===== src/rtl/cr_filt_pkg.sv =====
package cr_filt_pkg;

  // operation codes presented on op_kind
  localparam int OPC_W = 3;
  localparam logic [OPC_W-1:0] OPC_WR_CR0   = 3'd0;
  localparam logic [OPC_W-1:0] OPC_WR_CR4   = 3'd1;
  localparam logic [OPC_W-1:0] OPC_LOAD_MSW = 3'd2;
  localparam logic [OPC_W-1:0] OPC_CLR_TS   = 3'd3;

  // access type field of the qualification
  localparam int ACC_W = 2;
  localparam logic [ACC_W-1:0] ACC_WRITE    = 2'd0;
  localparam logic [ACC_W-1:0] ACC_READ     = 2'd1;
  localparam logic [ACC_W-1:0] ACC_CLR_TS   = 2'd2;
  localparam logic [ACC_W-1:0] ACC_LOAD_MSW = 2'd3;

  // register number field
  localparam int CRN_W = 4;
  localparam logic [CRN_W-1:0] CRN_0 = 4'd0;
  localparam logic [CRN_W-1:0] CRN_4 = 4'd4;

  // qualification field positions (decoded by the host)
  localparam int QF_CRN_LSB  = 0;
  localparam int QF_ACC_LSB  = 4;
  localparam int QF_MEM_BIT  = 6;
  localparam int QF_SRC_LSB  = 8;
  localparam int QF_OPND_LSB = 16;

endpackage


===== src/rtl/cr_fullwr_decide.sv =====
module cr_fullwr_decide #(
  parameter int DATA_W = 64
) (
  input  logic [DATA_W-1:0] new_val,
  input  logic [DATA_W-1:0] cur_val,
  input  logic [DATA_W-1:0] own_mask,
  input  logic [DATA_W-1:0] shadow,
  output logic              exit_hit,
  output logic [DATA_W-1:0] merged
);

  logic [DATA_W-1:0] owned_shadow;
  logic [DATA_W-1:0] owned_new;

  always_comb begin
    owned_shadow = own_mask & shadow;
    owned_new    = own_mask & new_val;
    exit_hit     = (owned_shadow != owned_new);
    merged       = (cur_val & own_mask) | (new_val & ~own_mask);
  end

endmodule


===== src/rtl/cr_msw_decide.sv =====
module cr_msw_decide #(
  parameter int DATA_W = 64,
  parameter int LOW_W  = 4
) (
  input  logic [DATA_W-1:0] cur_val,
  input  logic [LOW_W-1:0]  mask_lo,
  input  logic [LOW_W-1:0]  shadow_lo,
  input  logic [LOW_W-1:0]  opnd_lo,
  output logic              exit_hit,
  output logic [DATA_W-1:0] merged
);

  logic             set_bit0;
  logic             upper_diff;
  logic [LOW_W-1:0] low_res;

  always_comb begin
    set_bit0   = mask_lo[0] & opnd_lo[0] & ~shadow_lo[0];
    upper_diff = ((mask_lo[LOW_W-1:1] & shadow_lo[LOW_W-1:1]) !=
                  (mask_lo[LOW_W-1:1] & opnd_lo[LOW_W-1:1]));
    exit_hit   = set_bit0 | upper_diff;
    low_res    = (cur_val[LOW_W-1:0] & mask_lo) | (opnd_lo & ~mask_lo);
    merged     = {cur_val[DATA_W-1:LOW_W], low_res};
  end

endmodule


===== src/rtl/cr_ts_decide.sv =====
module cr_ts_decide #(
  parameter int DATA_W = 64,
  parameter int TS_BIT = 3
) (
  input  logic [DATA_W-1:0] cur_val,
  input  logic              mask_ts,
  input  logic              shadow_ts,
  output logic              exit_hit,
  output logic              keep,
  output logic [DATA_W-1:0] merged
);

  localparam logic [DATA_W-1:0] ONE_HOT = {{(DATA_W-1){1'b0}}, 1'b1} << TS_BIT;

  always_comb begin
    exit_hit = mask_ts & shadow_ts;
    keep     = mask_ts & ~shadow_ts;
    merged   = keep ? cur_val : (cur_val & ~ONE_HOT);
  end

endmodule


===== src/rtl/cr_qual_build.sv =====
module cr_qual_build
  import cr_filt_pkg::*;
#(
  parameter int QUAL_W = 64,
  parameter int IDX_W  = 4,
  parameter int MSW_W  = 16
) (
  input  logic [ACC_W-1:0]  acc,
  input  logic [CRN_W-1:0]  crn,
  input  logic [IDX_W-1:0]  src_reg,
  input  logic              mem_operand,
  input  logic [MSW_W-1:0]  opnd,
  output logic [QUAL_W-1:0] qual
);

  always_comb begin
    qual = '0;
    qual[QF_CRN_LSB +: CRN_W] = crn;
    qual[QF_ACC_LSB +: ACC_W] = acc;
    if (acc == ACC_WRITE) begin
      qual[QF_SRC_LSB +: IDX_W] = src_reg;
    end
    if (acc == ACC_LOAD_MSW) begin
      qual[QF_MEM_BIT]             = mem_operand;
      qual[QF_OPND_LSB +: MSW_W]   = opnd;
    end
  end

endmodule


===== src/rtl/cr_shadow_filter.sv =====
module cr_shadow_filter
  import cr_filt_pkg::*;
#(
  parameter int DATA_W    = 64,
  parameter int QUAL_W    = 64,
  parameter int IDX_W     = 4,
  parameter int MSW_W     = 16,
  parameter int MSW_LOW_W = 4,
  parameter int TS_BIT    = 3
) (
  input  logic              clk,
  input  logic              rst,
  input  logic              op_valid,
  input  logic [2:0]        op_kind,
  input  logic [DATA_W-1:0] new_val,
  input  logic [DATA_W-1:0] cur_val,
  input  logic [DATA_W-1:0] own_mask,
  input  logic [DATA_W-1:0] shadow,
  input  logic [IDX_W-1:0]  src_reg,
  input  logic              mem_operand,
  output logic              res_valid,
  output logic              exit_req,
  output logic [QUAL_W-1:0] exit_qual,
  output logic [DATA_W-1:0] commit_val,
  output logic              keep_ts
);

  logic              fw_exit;
  logic [DATA_W-1:0] fw_val;
  logic              msw_exit;
  logic [DATA_W-1:0] msw_val;
  logic              ts_exit;
  logic              ts_keep;
  logic [DATA_W-1:0] ts_val;

  logic              nxt_exit;
  logic              nxt_keep;
  logic [DATA_W-1:0] nxt_val;
  logic [ACC_W-1:0]  nxt_acc;
  logic [CRN_W-1:0]  nxt_crn;
  logic [QUAL_W-1:0] raw_qual;
  logic [QUAL_W-1:0] nxt_qual;

  cr_fullwr_decide #(.DATA_W(DATA_W)) u_fullwr (
    .new_val  (new_val),
    .cur_val  (cur_val),
    .own_mask (own_mask),
    .shadow   (shadow),
    .exit_hit (fw_exit),
    .merged   (fw_val)
  );

  cr_msw_decide #(.DATA_W(DATA_W), .LOW_W(MSW_LOW_W)) u_msw (
    .cur_val   (cur_val),
    .mask_lo   (own_mask[MSW_LOW_W-1:0]),
    .shadow_lo (shadow[MSW_LOW_W-1:0]),
    .opnd_lo   (new_val[MSW_LOW_W-1:0]),
    .exit_hit  (msw_exit),
    .merged    (msw_val)
  );

  cr_ts_decide #(.DATA_W(DATA_W), .TS_BIT(TS_BIT)) u_ts (
    .cur_val   (cur_val),
    .mask_ts   (own_mask[TS_BIT]),
    .shadow_ts (shadow[TS_BIT]),
    .exit_hit  (ts_exit),
    .keep      (ts_keep),
    .merged    (ts_val)
  );

  always_comb begin
    nxt_exit = 1'b0;
    nxt_keep = 1'b0;
    nxt_val  = cur_val;
    nxt_acc  = ACC_WRITE;
    nxt_crn  = CRN_0;
    case (op_kind)
      OPC_WR_CR0: begin
        nxt_exit = fw_exit;
        nxt_val  = fw_val;
      end
      OPC_WR_CR4: begin
        nxt_exit = fw_exit;
        nxt_val  = fw_val;
        nxt_crn  = CRN_4;
      end
      OPC_LOAD_MSW: begin
        nxt_exit = msw_exit;
        nxt_val  = msw_val;
        nxt_acc  = ACC_LOAD_MSW;
      end
      OPC_CLR_TS: begin
        nxt_exit = ts_exit;
        nxt_keep = ts_keep;
        nxt_val  = ts_val;
        nxt_acc  = ACC_CLR_TS;
      end
      default: begin
        nxt_exit = 1'b0;
      end
    endcase
  end

  cr_qual_build #(.QUAL_W(QUAL_W), .IDX_W(IDX_W), .MSW_W(MSW_W)) u_qual (
    .acc         (nxt_acc),
    .crn         (nxt_crn),
    .src_reg     (src_reg),
    .mem_operand (mem_operand),
    .opnd        (new_val[MSW_W-1:0]),
    .qual        (raw_qual)
  );

  assign nxt_qual = nxt_exit ? raw_qual : '0;

  always_ff @(posedge clk) begin
    if (rst) begin
      res_valid  <= 1'b0;
      exit_req   <= 1'b0;
      exit_qual  <= '0;
      commit_val <= '0;
      keep_ts    <= 1'b0;
    end else begin
      res_valid <= op_valid;
      if (op_valid) begin
        exit_req   <= nxt_exit;
        exit_qual  <= nxt_qual;
        commit_val <= nxt_val;
        keep_ts    <= nxt_keep;
      end
    end
  end

endmodule


===== config.mk =====
export PLATFORM = sky130hd
export DESIGN_NAME = cr_shadow_filter
export DESIGN_NICKNAME = d
export VERILOG_FILES = /design/src/rtl/cr_filt_pkg.sv /design/src/rtl/cr_fullwr_decide.sv /design/src/rtl/cr_msw_decide.sv /design/src/rtl/cr_ts_decide.sv /design/src/rtl/cr_qual_build.sv /design/src/rtl/cr_shadow_filter.sv
export SDC_FILE = /design/constraint.sdc
export NUM_CORES = 1
export LEC_CHECK = 0
export BUFFER_PORTS_ARGS = -buffer_cell sky130_fd_sc_hd__buf_2
export CAP_MARGIN = 20
export CORE_AREA = 4 4 152 154
export DETAILED_ROUTE_END_ITERATION = 8
export DIE_AREA = 0 0 156 158
export GPL_ROUTABILITY_DRIVEN = 0
export GPL_TIMING_DRIVEN = 0
export PLACE_DENSITY_LB_ADDON = 0.1
export SLEW_MARGIN = 25
export SYNTH_ARGS = -nofsm -noshare
export SYNTH_HDL_FRONTEND = slang
export SYNTH_SLANG_ARGS = --single-unit

===== constraint.sdc =====
create_clock -name clk -period 1.9 [get_ports clk]
set_input_delay 0.57 -clock clk [delete_from_list [all_inputs] [get_ports clk]]
set_output_delay 0.57 -clock clk [all_outputs]
set_load 0.01 [all_outputs]

# After elaboration in Yosys (flattened, before gate mapping)
# Cells that the tools add are included.
classes:
  n_eq_ne: 6
  bitwise: 19
  muxes: 10
  reduce_logical: 3
op_table:
  columns: ["op", "n"]
  rows:
  - ["$and A64 B64 Y64", 4]
  - ["$pmux W64 S3", 1]
  - ["$ne A64 B64 Y1", 1]
  - ["$not A64 Y64", 1]
  - ["$or A64 B64 Y64", 1]
  - ["$mux W32", 1]
  - ["$mux W16", 1]
  - ["$and A4 B4 Y4", 2]
  - ["$mux W4", 2]
  - ["$and A3 B3 Y3", 2]
  - ["$eq A3 B2 Y1 const B", 2]
  - ["$and A1 B1 Y1", 4]
  - ["$not A4 Y4", 1]
  - ["$or A4 B4 Y4", 1]
  - ["$pmux W2 S2", 1]
  - ["$eq A3 B1 Y1 const B", 1]
  - ["$logic_not A3 Y1", 1]
  - ["$mux W3", 1]
  - ["$ne A3 B3 Y1", 1]
  - ["$pmux W1 S3", 1]
  - ["$eq A2 B2 Y1 const B", 1]
  - ["$logic_not A2 Y1", 1]
  - ["$mux W1", 2]
  - ["$not A1 Y1", 2]
  - ["other kinds (2)", 2]
word_totals:
  wordCells: 43
  register_bits: 131
  out_inout_bits: 131

# Depth between registers and ports, before layout
logic_depth:
  depth_word: 5
  depth_mapped: 7

# By module
# Synthesis repeated with hierarchy kept, for this count alone.
unflattened:
  cells_unflattened: 903
  hier_area_um2: 8607.0
modules_own_cells:
  columns: ["module", "area_each_um2", "cells_per_inst", "instances"]
  rows:
  - ["cr_shadow_filter", 5474.0, 526, 1]
  - ["cr_fullwr_decide", 1587.8, 171, 1]
  - ["cr_msw_decide", 544.3, 71, 1]
  - ["cr_qual_build", 501.7, 69, 1]
  - ["cr_ts_decide", 499.2, 66, 1]

# Worst setup path before layout
# OpenSTA, ideal clock, no wires.
synth_timing:
  kind: "input to register"
  startpoint: "input shadow[38]"
  endpoint: "register exit_qual[10]"
  path_stages: 6
  setup_time_ns: 0.117
  t_arrival_ns: 1.696
  path_slack_ns: 0.086
  path_cell_list: "xor2_1 > a22oi_1 > nand4_1 > nor4_2 > nand3_2 > a32o_1"
synth_between:
  elab_chain_len: 4
synth_lines:
  columns: ["element", "line", "rtl"]
  rows:
  - ["from (decl)", "cr_shadow_filter.sv:18", "input logic [DATA_W-1:0] shadow,"]
  - ["$and A64 B64 Y64", "cr_fullwr_decide.sv:16", "owned_shadow = own_mask & shadow;"]
  - ["$ne A64 B64 Y1", "cr_fullwr_decide.sv:18", "exit_hit = (owned_shadow != owned_new);"]
  - ["$pmux W1 S3", "cr_shadow_filter.sv:77", "case (op_kind)"]
  - ["$mux W32", "cr_shadow_filter.sv:113", "assign nxt_qual = nxt_exit ? raw_qual : '0;"]
  - ["to (signal assigned)", "cr_shadow_filter.sv:126", "exit_qual <= nxt_qual;"]
  - ["to (decl)", "cr_shadow_filter.sv:23", "output logic [QUAL_W-1:0] exit_qual,"]
# No other way between the ends.
# A chain may end at the register's enable or synchronous reset.

# Worst setup path after layout
layout_timing:
  startpoint: "input shadow[57]"
  endpoint: "register exit_qual[8]"
# Same word-level chain as after synthesis.

==> implementation parameters <==
Parameter                              Value

Status
  Run status ... complete, but fails checks
  Violations in the final reports ... negative setup slack

Global routing
  M2 GR Usage ... 39.4%
  Initial antenna violation count ... 6
  GRT Residual Overflow ... 0
  Number of global-route vias before repair ... 6379
  GR Util met1 ... 27.3%
  Pin count of the biggest net entering global routing ... 18
  Met3 track demand over resource ... 7.00%
  First-pass GRT wire length ... 40900 µm
  GRT Util Overall ... 22.5%
  Global route hottest layer ... met2

Final layout
  Fraction of final layout cells with drive strength greater than 1 ... 41.5%
  Final standard cell count with taps included and fillers excluded ... 1345
  Most frequent standard cell in the layout excluding fill and tap cells ... sky130_fd_sc_hd__buf_2
  P&R area growth vs syn ... 50.9%
  Most frequent cells in the layout ... sky130_fd_sc_hd__buf_2, sky130_fd_sc_hd__nor2_1, sky130_fd_sc_hd__dfxtp_1
  Layout Cell Area excl Fill ... 7810 µm²
  Number of nets at the end of the flow ... 1324

Floorplanning
  Floorplan die width ... 156 µm
  Starting density of the core ... 23.9%
  Total core area ... 21700 µm²
  Die Footprint ... 24600 µm²
  Vert. Die Dim ... 158 µm
  Total I/O pin count ... 398
  Number of rows created at floorplan ... 54

Worst setup path
  Critical setup path kind ... in2reg
  Worst reg2reg path startpoint ... exit_req
  CP required ... 2.15 ns
  Critical path launch point type ... input pin
  Crit path arrival time ... 2.33 ns
  Kind of end point of the critical path ... register
  Crit Path Max Fanout ... 6
  Worst setup path startpoint ... shadow[57]

CTS
  Cts bufs inserted ... 9
  Later-pin clock latency in the skew report ... 0.35 ns
  Maximum buffer depth of the clock tree ... 2
  CTS tree ... done
  Number of H-tree branching levels ... 3
  Clock root buffer ... sky130_fd_sc_hd__clkbuf_16
  Clock sink count ... 91
  Clock-pin slew on the worst setup and hold paths ... 0.07 ns

Route
  Via density ... 4.66
  DR vias ... 6263
  Total wirelength of the detailed-routed design ... 28900 µm
  Pre-Repair DR Iteration Count ... 6
  Iter 0 DRT Violations ... 240
  DRC violation count after routing ... 0
  Antenna-violating nets left ... 0
  Routed length per placed instance ... 21.5 µm

Yosys
  Syn Area/Cell ... 7.92 µm²
  Count of cell types in the netlist ... 41
  Multiplexer share of the synthesized area ... 0.193%
  Netlist area before placement ... 5170 µm²
  EDFF count, synth ... 0
  Dominant combinational cell family by area after synthesis ... compound AO/OA/AOI/OAI gates
  Fraction of registers with async set or reset after synthesis ... 0%
  Xor and xnor area share after synthesis ... 10.8%
  Proportion of synthesized chip area in sequential cells ... 35.2%
  Mapped Cells ... 653
  Post-Synth Adder-Cell Area ... 0%
  Simple-Gate Fraction of Synth Area ... 17.2%
  Share of the synthesized area in compound gates (AO/OA/AOI/OAI) ... 26.8%
  Flip-flop cell with the highest count after synthesis ... sky130_fd_sc_hd__dfxtp_1
  Flops & latches, synth ... 91
  Yosys warning total ... 0

Timing
  RSZ-0062 raised after global routing ... yes
  Number of pins exceeding their max-slew limit in the final report ... 0
  Transition at the pin with the smallest max-transition slack ... 0.718 ns
  Final Hold Viols ... 0
  Final worst path period share ... 110%
  Total setup violations reported at the end of the flow ... 6
  Highest attainable clock frequency ... 480 MHz
  Final Worst Setup Slack ... -0.185 ns
  Final min period ... 2.08 ns
  Max transition margin ... 52.2%
  WHS ... 0.438 ns
  Worst Clk Skew ... 0 ns

Placed design
  Worst slack at placement ... -0.729 ns
  # port buffers ... 354
  HPWL Detailed ... 23700 µm
  Cell count after placement ... 1326
  Cell Area, Placed ... 7440 µm²

Min path
  Kind of path behind the tightest hold check ... in2reg
  Startpoint of the tightest hold check path ... mem_operand

Power and ir drop
  Power density over the cells ... 685 nW/µm²
  Maximum vdd drop ... 0.506 mV
  Cell leakage power ... 3.79 nW
  Overall power of the completed layout ... 5.35 mW

Flow run
  Total of max-cap violations ... 0
## routing by layer
metal	vias to the layer above	routed length [µm]
li1	3078	-
met3	24	2490
met1	2896	11600
met5	-	34
met4	6	426
met2	259	14300
## power breakdown
group,leakage [nW],total [mW],internal [mW],switching (mW)
sequential,0.751,2.07,2.02,0.0558
clock,0.145,1.95,1.05,0.903
combinational,2.90,1.33,0.564,0.766
total,3.79,5.35,3.63,1.72
## critical path, stage by stage
cell and delay, ns:
sky130_fd_sc_hd__buf_6 0.09, sky130_fd_sc_hd__xor2_1 0.15, sky130_fd_sc_hd__a222oi_1 0.66, sky130_fd_sc_hd__nand4_1 0.26
sky130_fd_sc_hd__nor2_2 0.19, sky130_fd_sc_hd__nand3_4 0.14, sky130_fd_sc_hd__a32o_1 0.26
## kinds of logic after synthesis
| logic type | after synthesis |
|---|---|
| AND/OR/NAND/NOR | 222 |
| AO/OA/AOI/OAI | 191 |
| flip-flops | 91 |
| buffers and inverters | 84 |
| XOR/XNOR | 63 |
| multiplexers | 1 |
| other | 1 |
## final cells by class
class | count | area (µm²)
fill | 2409 | 13900
multi-input combinational | 517 | 3030
sequential | 91 | 1820
timing repair buffer | 354 | 1780
buffer | 81 | 503
tap | 280 | 350
clock buffer | 9 | 225
clock inverter | 7 | 82.6
inverter | 3 | 11.3
antenna | 3 | 7.51
## cells in the mapped netlist (3+ instances only)
master	instances	share of area (%)
sky130_fd_sc_hd__nor2_1	133	9.6
sky130_fd_sc_hd__dfxtp_1	91	35
sky130_fd_sc_hd__nand2_1	68	4.9
sky130_fd_sc_hd__a311oi_1	62	10
sky130_fd_sc_hd__xor2_1	62	10
sky130_fd_sc_hd__o21ai_0	48	4.6
sky130_fd_sc_hd__buf_4	40	5.8
sky130_fd_sc_hd__clkbuf_1	30	2.2
sky130_fd_sc_hd__a22oi_1	28	4.1
sky130_fd_sc_hd__a22o_1	17	2.9
sky130_fd_sc_hd__o21ai_1	17	1.6
sky130_fd_sc_hd__buf_2	9	0.87
sky130_fd_sc_hd__nand4_1	7	0.85
sky130_fd_sc_hd__a32o_1	5	0.97
sky130_fd_sc_hd__a31oi_1	3	0.36
sky130_fd_sc_hd__inv_1	3	0.22
sky130_fd_sc_hd__nor3_1	3	0.29
## sequential cells by signal (all words and copies together) (netlist names)
register and flops:
commit_val 64, exit_qual 24, exit_req 1, keep_ts 1, res_valid 1
## final timing paths
check        slack [ns]  cells after the start      endpoint
min                0.44                      2  exit_qual[6]
max reg2reg        1.12                      3      exit_req
max               -0.18                      7  exit_qual[8]
min reg2reg        0.47                      2  exit_qual[4]
## repair_timing
action | in CTS | in global routing
pin swaps | 10 | 3
setup buffers | 0 | 0
endpoints found under the setup margin | 21 | 39
hold buffers | 0 | 0
resized for setup | 10 | 17
endpoints found under the hold margin | 0 | 0
## per-stage QoR
step / utilization (%) / TNS (ns)
floorplan: - / 0
global placement: 34.3 / -24.71
finish: 36.0 / -1.06
detailed placement: 34.3 / -26.74
CTS: 35.9 / -1.32
global route: 36.0 / -1.11
(Power assumes the default switching activity.)
